$ cat config.mk
export PLATFORM = sky130hd
export DESIGN_NAME = bcd_tod_regs
export DESIGN_NICKNAME = d
export VERILOG_FILES = /design/src/rtl/bcd_tod_regs.sv
export SDC_FILE = /design/constraint.sdc
export NUM_CORES = 1
export LEC_CHECK = 0
export ABC_AREA = 1
export BUFFER_PORTS_ARGS = -buffer_cell sky130_fd_sc_hd__buf_2
export CAP_MARGIN = 20
export CORE_ASPECT_RATIO = 1.2
export CORE_MARGIN = 2
export CORE_UTILIZATION = 35
export DETAILED_ROUTE_END_ITERATION = 8
export PLACE_DENSITY_LB_ADDON = 0.15
export SYNTH_ARGS = -nofsm -noshare
export SYNTH_HDL_FRONTEND = slang
export SYNTH_SLANG_ARGS = --single-unit
$ cat constraint.sdc
create_clock -name clk -period 5.2 [get_ports clk]
set_input_delay 0.26 -clock clk [delete_from_list [all_inputs] [get_ports clk]]
set_output_delay 0.26 -clock clk [all_outputs]
set_load 0.01 [all_outputs]
$ cat src/rtl/bcd_tod_regs.sv
module bcd_tod_regs #(
  parameter int BASE_YEAR = 1968,
  parameter int AW = 4
) (
  input  logic          clk,
  input  logic          rst_n,
  input  logic          tick_1hz,
  input  logic [AW-1:0] reg_addr,
  input  logic          reg_we,
  input  logic [7:0]    reg_wdata,
  output logic [7:0]    reg_rdata,
  output logic [7:0]    tod_sec,
  output logic [7:0]    tod_min,
  output logic [7:0]    tod_hour,
  output logic [2:0]    tod_wday,
  output logic [7:0]    tod_date,
  output logic [7:0]    tod_month,
  output logic [7:0]    tod_year,
  output logic          tod_stopped
);
  localparam logic [AW-1:0] A_CTRL  = AW'(0);
  localparam logic [AW-1:0] A_SEC   = AW'(1);
  localparam logic [AW-1:0] A_MIN   = AW'(2);
  localparam logic [AW-1:0] A_HOUR  = AW'(3);
  localparam logic [AW-1:0] A_WDAY  = AW'(4);
  localparam logic [AW-1:0] A_DATE  = AW'(5);
  localparam logic [AW-1:0] A_MONTH = AW'(6);
  localparam logic [AW-1:0] A_YEAR  = AW'(7);
  localparam logic [AW-1:0] A_SPARE = AW'(8);

  logic [7:0] sec, min, hour, date, month, year, ctrl, mlen;
  logic [2:0] wday;
  logic       century, stop;
  logic       time_wr, adv, c_sec, c_min, c_hour, c_date, c_mon;

  function automatic logic bcd_ok(input logic [7:0] v, input logic [7:0] lo, input logic [7:0] hi);
    return (v[3:0] <= 4'd9) && (v >= lo) && (v <= hi);
  endfunction

  function automatic logic [7:0] bcd_inc(input logic [7:0] v);
    return (v[3:0] == 4'd9) ? {v[7:4] + 4'd1, 4'h0} : v + 8'd1;
  endfunction

  function automatic logic is_leap(input logic [7:0] y);
    int f;
    f = BASE_YEAR + int'(y[7:4]) * 10 + int'(y[3:0]);
    return (f % 4 == 0) && ((f % 100 != 0) || (f % 400 == 0));
  endfunction

  always_comb begin
    case (month)
      8'h02:                      mlen = is_leap(year) ? 8'h29 : 8'h28;
      8'h04, 8'h06, 8'h09, 8'h11: mlen = 8'h30;
      default:                    mlen = 8'h31;
    endcase
  end

  assign time_wr = reg_we && (reg_addr >= A_SEC) && (reg_addr <= A_YEAR);
  assign adv     = tick_1hz && !stop && !time_wr;
  assign c_sec   = sec == 8'h59;
  assign c_min   = c_sec && (min == 8'h59);
  assign c_hour  = c_min && (hour == 8'h23);
  assign c_date  = c_hour && (date >= mlen);
  assign c_mon   = c_date && (month == 8'h12);

  always_ff @(posedge clk) begin
    if (!rst_n) begin
      sec     <= 8'h00;
      min     <= 8'h00;
      hour    <= 8'h00;
      wday    <= 3'd1;
      date    <= 8'h01;
      month   <= 8'h01;
      year    <= 8'h00;
      century <= 1'b0;
      stop    <= 1'b0;
      ctrl    <= 8'h00;
    end else begin
      if (adv) begin
        sec <= c_sec ? 8'h00 : bcd_inc(sec);
        if (c_sec) min <= (min == 8'h59) ? 8'h00 : bcd_inc(min);
        if (c_min) hour <= (hour == 8'h23) ? 8'h00 : bcd_inc(hour);
        if (c_hour) begin
          wday <= (wday == 3'd7) ? 3'd1 : wday + 3'd1;
          date <= c_date ? 8'h01 : bcd_inc(date);
        end
        if (c_date) month <= c_mon ? 8'h01 : bcd_inc(month);
        if (c_mon) year <= (year == 8'h99) ? 8'h00 : bcd_inc(year);
      end
      if (reg_we) begin
        case (reg_addr)
          A_CTRL: ctrl <= (reg_wdata & 8'h5F) | 8'h90;
          A_SEC: begin
            stop <= reg_wdata[7];
            if (bcd_ok({1'b0, reg_wdata[6:0]}, 8'h00, 8'h59)) sec <= {1'b0, reg_wdata[6:0]};
          end
          A_MIN:
            if (bcd_ok({1'b0, reg_wdata[6:0]}, 8'h00, 8'h59)) min <= {1'b0, reg_wdata[6:0]};
          A_HOUR:
            if (bcd_ok({2'b0, reg_wdata[5:0]}, 8'h00, 8'h23)) hour <= {2'b0, reg_wdata[5:0]};
          A_WDAY: begin
            wday    <= reg_wdata[2:0];
            century <= reg_wdata[6];
          end
          A_DATE:
            if (bcd_ok({2'b0, reg_wdata[5:0]}, 8'h01, 8'h31)) date <= {2'b0, reg_wdata[5:0]};
          A_MONTH:
            if (bcd_ok({3'b0, reg_wdata[4:0]}, 8'h01, 8'h12)) month <= {3'b0, reg_wdata[4:0]};
          A_YEAR:
            if (bcd_ok(reg_wdata, 8'h00, 8'h99)) year <= reg_wdata;
          default: ;
        endcase
      end
    end
  end

  always_comb begin
    case (reg_addr)
      A_CTRL:  reg_rdata = ctrl;
      A_SEC:   reg_rdata = {stop, sec[6:0]};
      A_MIN:   reg_rdata = min;
      A_HOUR:  reg_rdata = hour;
      A_WDAY:  reg_rdata = {1'b0, century, 3'b000, wday};
      A_DATE:  reg_rdata = date;
      A_MONTH: reg_rdata = month;
      A_YEAR:  reg_rdata = year;
      A_SPARE: reg_rdata = 8'h00;
      default: reg_rdata = 8'hFF;
    endcase
  end

  assign tod_sec     = sec;
  assign tod_min     = min;
  assign tod_hour    = hour;
  assign tod_wday    = wday;
  assign tod_date    = date;
  assign tod_month   = month;
  assign tod_year    = year;
  assign tod_stopped = stop;
endmodule

==> results of run 1 <==
## area by class of cell
| cell class | instances | area [um2] | area share, % |
|---|---|---|---|
| Multi-Input combinational cell | 568 | 3740 | 54.3 |
| Timing Repair Buffer | 129 | 823 | 12.0 |
| Sequential cell | 59 | 1180 | 17.2 |
| Inverter | 157 | 607 | 8.81 |
| Clock buffer | 12 | 267 | 3.87 |
| Tap cell | 175 | 219 | 3.18 |
| Clock inverter | 4 | 47.5 | 0.690 |
## cells by family after synthesis
family,Yosys count
fa+ha+maj,37
compound gates,209
simple gates,314
flops,59
xor+xnor,8
buf+inv,165
## cell usage in the layout (no fill, tap or decap), types with 15 or more instances in the layout
cell type,n
nor3_1,17
buf_2,75
nand2_1,112
o21ai_0,42
nand2_4,15
ha_1,31
nand3_1,56
buf_4,45
dfxtp_1,56
o22ai_1,19
a21oi_1,63
nor2_1,53
inv_1,137
## worst register-to-register path: cells and delay by family, from the launching register on
kind,cells,cell delay (ps)
buffers and inverters,3,150
DFF,1,330
AOI/OAI and AO/OA,5,560
and+or+nand+nor,29,2720
adders and majority gates,5,1420
## state kept, by name (all words and copies together) (netlist names)
name,cells
ctrl,6
century,1
tod_hour,8
tod_month,8
tod_sec,8
tod_min,8
tod_date,8
tod_wday,3
tod_stopped,1
tod_year,8
## stage by stage
step	setup slack, ps	hold slack, ps	utilization (%)
3_5_place_dp	-392	452	42.2
4_1_cts	-67.7	189	45.3
5_1_grt	-430	226	47.8
2_1_floorplan	-7.06	388	-
3_3_place_gp	-361	452	42.2
6_report	-88.6	203	47.8
## repair_timing
action                     in CTS  in global routing
setup endpoints to repair      18                 24
pin swaps                      14                 24
gates cloned                    0                  0
buffers inserted                4                  6
gates resized for setup        26                 73
## per-layer routing
metal	GRT usage, %	vias to the layer above
met3	4.47	37
met1	30.3	2817
met5	0	-
met2	39.6	204
li1	-	2977
met4	9.30	0
## power by group through the flow
stage	Clock, mW	Combinational, mW	Sequential [mW]
after global placement	0	0.155	0.480
after CTS	0.648	0.157	0.470
final	0.642	0.170	0.471
after floorplan	0	0.0892	0.481
after detailed placement	0	0.155	0.480
after global routing	0.668	0.186	0.472
## how the worst max path moves through the flow
stage               cells past startpoint  slack, ps            to
detailed placement                     43       -390   tod_year[1]
finish                                 42        -90   tod_year[1]
global placement                       43       -360   tod_year[1]
CTS                                    42        -70   tod_year[2]
global route                           42       -430   tod_year[1]
floorplan                              42         -7  tod_month[1]
==> metrics.md, run 1 <==
| Metric | Value |
|---|---|
| DR pass1 iterations | 5 |
| Final worst path period need | 5290 ps |
| Synth Area per Inst | 6.53 um2 |
| Setup violations, final | 7 |
| Clock share of power | 50.1% |
| Max clock buf depth | 2 |
| Run status | finished, violations left |
| Vias in the first global route | 5566 |
| CP startpoint | tod_year[7] |
| Final instance area | 6890 um2 |
| Placed Instances | 1080 |
| Leak Pwr | 3.32 nW |
| Vias per cell | 5.47 |
| Routed length per instance | 17.3 um |
| P_int | between 0.9 and 1 mW |
| Global-route wire length before repair | 29.0 mm |
| # rows | 48 |
| Main combinational cell family by area after synthesis | simple AND/OR/NAND/NOR gates |
| Hold Buf Count CTS | 0 |
| Worst path required time | 5440 ps |
| Xor-xnor portion of the synthesized cell area | 1.35% |
| Reg2reg start | tod_year[7] |
| Largest net degree at the start of global routing | 26 |
| NetSw | 0.358 mW |
| RSZ-0062 raised after global routing | yes |
| R2R cell count | 42 |
| Area post-placement | 6090 um2 |
| Htree depth | 3 |
| Final WS setup | -88.6 ps |
| Top post-synthesis cells by area | dfxtp_1, inv_1, nand2_1, ha_1, a21oi_1 |
| WP buf/inv | 3 |
| Critical path fanouts, max | 6 |
| Complex-gate fraction of the synthesized area | 25.0% |
| Number of synthesized flops with an enable pin | 0 |
| Seq pwr share | 36.7% |
| Post-synthesis mux area share | 0% |
| Die W | 115 um |
| Worst Max-Slew Pin Slew | 1370 ps |
| CP Data Arrival Time | 5530 ps |
| Global route overflow | 0 |
| Tot Pwr | 1.28 mW |
| Area delta synth->final | 33.2% |
| CP top delay family | simple AND/OR/NAND/NOR gates |
| Area of the core | 14400 um2 |
| CTS tree | built |
| Post-DRT Antenna Nets | 0 |
| Die height | 137 um |
| Sw frac | 27.9% |
| # clock sinks | 59 |
| Filler cell count | 1516 |
| IO buf count | between 70 and 80 |
| Worst skew pair latency | 350 ps |
| DP Wirelength | roughly 14 mm |
| Uppermost layer routed | met4 |
| Synthesized cell area | roughly 5200 um2 |
| Hold Path End | tod_stopped |
| Combinational power share | 13.2% |
| Post-Synth Adder-Cell Area | a little over 9% |
| Crit-path slowest cell | fa_1 |
| Distinct cells, synth | 54 |
| # DRC | 0 |
| Hold Crit Start | reg_wdata[7] |
| CP startpoint kind | flip-flop |
| Setup CP Type | flip-flop to flip-flop |
| Cells after synthesis | 792 |
| Routability-driven placement congestion ratio | between 0.8 and 0.9 |
| Initial antenna violation count | 0 |
| Root buffer cell | clkbuf_16 |
| Leading area contributor after synthesis | dfxtp_1 |
| Skew final | 6.37 ps |
| Min-Delay Path Class | input pin to flip-flop |
| DRT Wirelength | roughly 19 mm |
| Area share of the largest cell type after synthesis | between 20% and 30% |
| P per Cell Area | ~190 nW/um2 |
| Post-synthesis sequential area ratio | 22.8% |
| Layout Cells excl Fill | 1104 |
| Max-slew headroom | 7.87% |
| Final setup TNS | -267 ps |
| Tcrit/Tclk final | 102% |
| Clock slew at reported path FFs | 50 ps |
| Vias | 6035 |
| Failing checks | setup timing |
| Met2 WL | between 9 and 10 mm |
| CTS buffer count | 9 |
| IO Count | 76 |
| Nets | 977 |
| Met3 wire length | between 1 and 1.5 mm |
| Worst setup EP type | flip-flop |
| Post-synth ARST share | 0% |
| Synth warn | 0 |
| Pins over their slew limit | 0 |
| Synth top cells by count | inv_1, nand2_1, a21oi_1, nand3_1, dfxtp_1 |
| Die ar. | 15800 um2 |
| Share of post-route cells with drive strength above 1 | between 20% and 30% |
| Hold path depth | 3 |
| Simple-gate portion of the synthesized area | ~30% |
| R2r setup slk | -90 ps |
| Starting Density | 35.9% |
| Metal-1 WL | 8.16 mm |
| Yosys reg bits | 59 |
| GR Util All Layers | 23.8% |
| Syn nets | 845 |
| Peak supply drop | 98.6 uV |
| Number of diodes | 0 |
| Most numerous cell in the Yosys netlist | inv_1 |
| Crit path largest cell delay | 520 ps |
| Hold Vio Cnt, Final | 0 |
| Post-synth top flop | dfxtp_1 |
| Fmax | approximately 190 MHz |
| Worst reg2reg path endpoint | tod_year[1] |
| Iter 0 DRT Violations | 383 |
| Number of max-cap violations | 0 |
Note: power is estimated with default switching activity, not from simulation.
==> inputs of run 2 (changes only) <==
Settings changed: RECOVER_POWER set to 50.
==> run 2 against run 1 <==
The run still ends with setup timing left. Die area is the same. Fmax is 0.30% lower. Setup slack worse by 16 ps. Power is 0.18% lower.
==> metrics.md, run 2 (synthesis results as in run 1) <==
| Metric | Value |
|---|---|
| Commonest non-fill, non-tap cell in the layout | inv_1 |
| CTS buffer count | 9 |
| Initial antenna violation count | 0 |
| Setup violations, final | 9 |
| Leak Pwr | 3.27 nW |
| Routability-driven placement congestion ratio | approximately 0.87 |
| Vias in the first global route | approximately 5600 |
| DRT Wirelength | 19.1 mm |
| Vias | 6084 |
| Vias per cell | 5.51 |
| Final setup TNS | -428 ps |
| Crit-path slowest cell | fa_1 |
| Share of post-route cells with drive strength above 1 | 26.7% |
| Die ar. | 15800 um2 |
| Max clock buf depth | 2 |
| Max-slew headroom | 6.85% |
| Reg area | between 1000 and 1500 um2 |
| DR pass1 iterations | 5 |
| Area of the multi-input gates | 3740 um2 |
| IO buf count | 75 |
| Global route overflow | 0 |
| Die W | between 100 and 150 um |
| Iter 0 DRT Violations | 434 |
| Hold Vio Cnt, Final | 0 |
| Setup CP Type | flip-flop to flip-flop |
| Skew final | 6.15 ps |
| Nets | 977 |
| Run status | finished, violations left |
| Worst path required time | about 5400 ps |
| Post-DRT Antenna Nets | 0 |
| DP Wirelength | 14.4 mm |
| Critical path fanouts, max | 6 |
| Number of diodes | 0 |
| Routed length per instance | 17.3 um |
| Failing checks | setup timing |
| Largest net degree at the start of global routing | 26 |
| Worst skew pair latency | between 300 and 400 ps |
| Pins over their slew limit | 0 |
| CP Data Arrival Time | around 5600 ps |
| Global-route wire length before repair | 29.0 mm |
| Area delta synth->final | 33.0% |
| Die height | between 100 and 150 um |
| Crit path largest cell delay | 520 ps |
| # DRC | 0 |
| Clock slew at reported path FFs | around 50 ps |
| Final worst path period need | 5300 ps |
| GR Util All Layers | 23.8% |
| Number of max-cap violations | 0 |
| # clock sinks | 59 |
| Filler cell count | about 1500 |
| Peak supply drop | 98.3 uV |
| Final WS setup | -105 ps |
| Fmax | 189 MHz |
| Worst setup EP type | flip-flop |
| Fin util | 47.7% |
| CP startpoint kind | flip-flop |
| Tcrit/Tclk final | 102% |
| RSZ-0062 raised after global routing | yes |
| Area of the core | 14400 um2 |
| P per Cell Area | 186 nW/um2 |
| CTS tree | built |
| Min-Delay Path Class | input pin to flip-flop |
| Root buffer cell | clkbuf_16 |
| Worst Max-Slew Pin Slew | 1380 ps |
| Htree depth | 3 |
| Most frequent cells in the layout | inv_1, nand2_1, buf_2 |
| IO Count | between 70 and 80 |
| Starting Density | a little over a third |
| Hold Buf Count CTS | 0 |
| # rows | 48 |
==> run 2: area by class of cell <==
cell class                      count  share of cell area (%)
Tap cell                          175                    3.18
Sequential cell                    59                    17.2
Timing Repair Buffer              129                    11.8
Clock inverter                      4                   0.692
Multi-Input combinational cell    568                    54.4
Inverter                          157                    8.83
Clock buffer                       12                    3.88
==> run 2: per-layer routing <==
metal	track usage (%)	vias up	share of wire, %
li1	-	2986	-
met1	30.3	2848	42
met2	39.6	215	49
met3	4.47	35	6.0
met4	9.30	0	2.6
met5	0	-	0
==> run 2: worst max-delay path: cells and delay by family (launching register included) <==
kind            cells  cell delay [ps]
flops               1              330
compound gates      5              560
fa+ha+maj           5             1420
simple gates       29             2740
buf+inv             3              140
==> run 2: power breakdown <==
group / internal [mW] / switching [mW] / total, mW
Clock: 0.408 / 0.232 / 0.640
Combinational: 0.0561 / 0.114 / 0.170
Sequential: 0.460 / 0.0105 / 0.471
Total: 0.925 / 0.356 / 1.28
==> run 2: stage by stage <==
stage	hold WS (ps)	instances	worst slack, ps	total power, mW	area, um2
global route	226	1104	-430	1.33	6880
detailed placement	452	1080	-392	0.635	6090
floorplan	388	792	-7.06	0.571	5170
CTS	189	1100	-67.7	1.28	6530
global placement	452	1080	-361	0.635	6090
finish	207	1104	-105	1.28	6880
==> run 2: repair_timing <==
action,4_1_cts,5_1_grt
gates cloned,0,0
resized for setup,26,73
endpoints found under the setup margin,18,24
pin swaps,14,24
setup buffers,4,6
==> run 2: path summary, 6_finish.rpt <==
check / end / start / cells past startpoint / slack [ps]
setup / recovery: tod_year[1] / tod_year[7] / 42 / -100
hold / removal: tod_stopped / reg_wdata[7] / 3 / 210
setup reg to reg: tod_year[1] / tod_year[7] / 42 / -100
hold reg to reg: ctrl[4] / ctrl[4] / 2 / 460
==> inputs of run 3 (changes only) <==
Settings changed: CELL_PAD_IN_SITES_DETAIL_PLACEMENT set to 0, CELL_PAD_IN_SITES_GLOBAL_PLACEMENT set to 2, CORE_UTILIZATION 35 to 29, CTS_CLUSTER_DIAMETER set to 30.
==> run 3 against run 2 <==
The run still ends with setup timing left. Die area is 20% higher. Core utilization is 7.9 points lower. Power is 3.3% higher. Count of clock-buffer cells in the layout stayed put. First-iteration DRC count is 30% lower. Sequential cell count stayed put. Hold slack worse by 8.1 ps. Sequential share of layout area is 0.22 points lower. Critical path type unchanged. Largest power group unchanged. Highest routed layer unchanged.
==> metrics.md, run 3 (synthesis results as in run 1) <==
| Metric | Value |
|---|---|
| Run status | finished, violations left |
| Failing checks | setup timing |
| Skew final | approximately 6.8 ps |
| Final worst path period need | 5320 ps |
| Hold Vio Cnt, Final | 0 |
| Crit path largest cell delay | roughly 500 ps |
| Critical path fanouts, max | 6 |
| Most frequent cells in the layout | inv_1, nand2_1, a21oi_1 |
| CP top delay family | simple AND/OR/NAND/NOR gates |
| Initial antenna violation count | 0 |
| WHS | 199 ps |
| Post-DRT Antenna Nets | 0 |
| Die ar. | 18900 um2 |
| Starting Density | 29.5% |
| Global route overflow | 0 |
| Tot Pwr | 1.32 mW |
| # rows | 53 |
| Tcrit/Tclk final | 102% |
| Hold Path End | tod_stopped |
| Leak Pwr | 3.19 nW |
| Worst setup EP type | flip-flop |
| Min-Delay Path Class | input pin to flip-flop |
| Setup violations, final | 20 |
| Reg2reg start | tod_year[7] |
| RSZ-0062 raised after global routing | yes |
| Max clock buf depth | 2 |
| Final WS setup | -121 ps |
| DRT Wirelength | 21.0 mm |
| Vias per cell | 5.18 |
| Setup CP Type | flip-flop to flip-flop |
| Vias | 6044 |
| Root buffer cell | clkbuf_16 |
| P per Cell Area | approximately 190 nW/um2 |
| # clock sinks | 59 |
| Htree depth | 3 |
| Filler cell count | slightly below 2000 |
| Largest net degree at the start of global routing | 21 |
| Worst reg2reg path endpoint | tod_month[3] |
| IO buf count | 75 |
| CP Data Arrival Time | between 5000 and 6000 ps |
| Share of post-route cells with drive strength above 1 | a little under a quarter |
| Worst Max-Slew Pin Slew | a little under 800 ps |
| Iter 0 DRT Violations | a little over 300 |
| Nets | 994 |
| Global-route wire length before repair | 33.0 mm |
| Vias in the first global route | 6104 |
| CP startpoint kind | flip-flop |
| Area of the core | approximately 18000 um2 |
| R2R cell count | 42 |
| Pins over their slew limit | 0 |
| Hold Crit Start | reg_wdata[7] |
| Area delta synth->final | 34.6% |
| Routed length per instance | 18.0 um |
| Worst skew pair latency | ~340 ps |
| Peak supply drop | approximately 140 uV |
| Worst path required time | ~5400 ps |
| Number of max-cap violations | 0 |
| IO Count | between 70 and 80 |
| # DRC | 0 |
| Commonest non-fill, non-tap cell in the layout | inv_1 |
| R2r setup slk | -120 ps |
| CTS buffer count | 9 |
| GR Util All Layers | 22.1% |
| Fmax | between 150 and 200 MHz |
| Number of diodes | 0 |
| Crit-path slowest cell | fa_1 |
| Hold path depth | 3 |
| Die height | 150 um |
| WP buf/inv | 7 |
| Routability-driven placement congestion ratio | between 0.8 and 0.9 |
| Max-slew headroom | 47.1% |
| Clock slew at reported path FFs | 60 ps |
| Die W | 126 um |
| DR pass1 iterations | 5 |
| CTS tree | built |
| DP Wirelength | ~17 mm |
run 3: timing repair:
item	in CTS	in global routing
gates resized for setup	51	42
hold buffers	0	0
endpoints found under the setup margin	22	24
setup buffers	15	7
pin swaps	33	38
run 3: layout make-up:
class | count | area (um2) | share of cell area, %
multi-input combinational | 568 | 3690 | 53.0
sequential | 59 | 1180 | 17.0
timing repair buffer | 146 | 885 | 12.7
inverter | 157 | 602 | 8.64
tap | 220 | 275 | 3.95
clock buffer | 12 | 256 | 3.68
clock inverter | 4 | 72.6 | 1.04
run 3: per-layer routing:
layer / wire length, um / GRT usage (%)
met1: 8970 / 26.3
met2: 10800 / 40.7
met3: 769 / 2.99
met4: 499 / 7.53
met5: 0 / 0
run 3: worst max path at each step:
stage / cells past startpoint / end / slack (ps) / from
floorplan: 42 / tod_month[1] / -7 / tod_year[5]
global placement: 43 / tod_year[1] / -170 / tod_year[5]
detailed placement: 43 / tod_year[1] / -340 / tod_year[5]
CTS: 42 / tod_year[1] / -170 / tod_year[5]
global route: 40 / tod_month[4] / -490 / tod_year[7]
finish: 42 / tod_month[3] / -120 / tod_year[7]
run 3: power breakdown:
group | leakage (nW) | switching (mW) | internal, mW
combinational | 2.55 | 0.118 | 0.0565
sequential | 0.478 | 0.0111 | 0.460
clock | 0.159 | 0.232 | 0.445
total | 3.19 | 0.361 | 0.962
run 3: through the flow:
| step | cells | util [%] | setup slack, ps | instance area, um2 | TNS, ps |
|---|---|---|---|---|---|
| floorplan | 792 | - | -7.06 | 5170 | -7.06 |
| global placement | 1130 | 35.2 | -170 | 6170 | -1370 |
| detailed placement | 1130 | 35.2 | -336 | 6170 | -4110 |
| CTS | 1159 | 38.8 | -168 | 6790 | -1460 |
| global route | 1166 | 39.8 | -493 | 6960 | -9820 |
| finish | 1166 | 39.8 | -121 | 6960 | -1560 |
run 3: worst reg2reg max path: cells and delay by family, from the launching register on:
family	cells	cell delay, ps
buffers and inverters	7	560
flip-flops	1	330
AND/OR/NAND/NOR	22	1890
adder cells (fa/ha/maj)	5	1400
AO/OA/AOI/OAI	8	1060
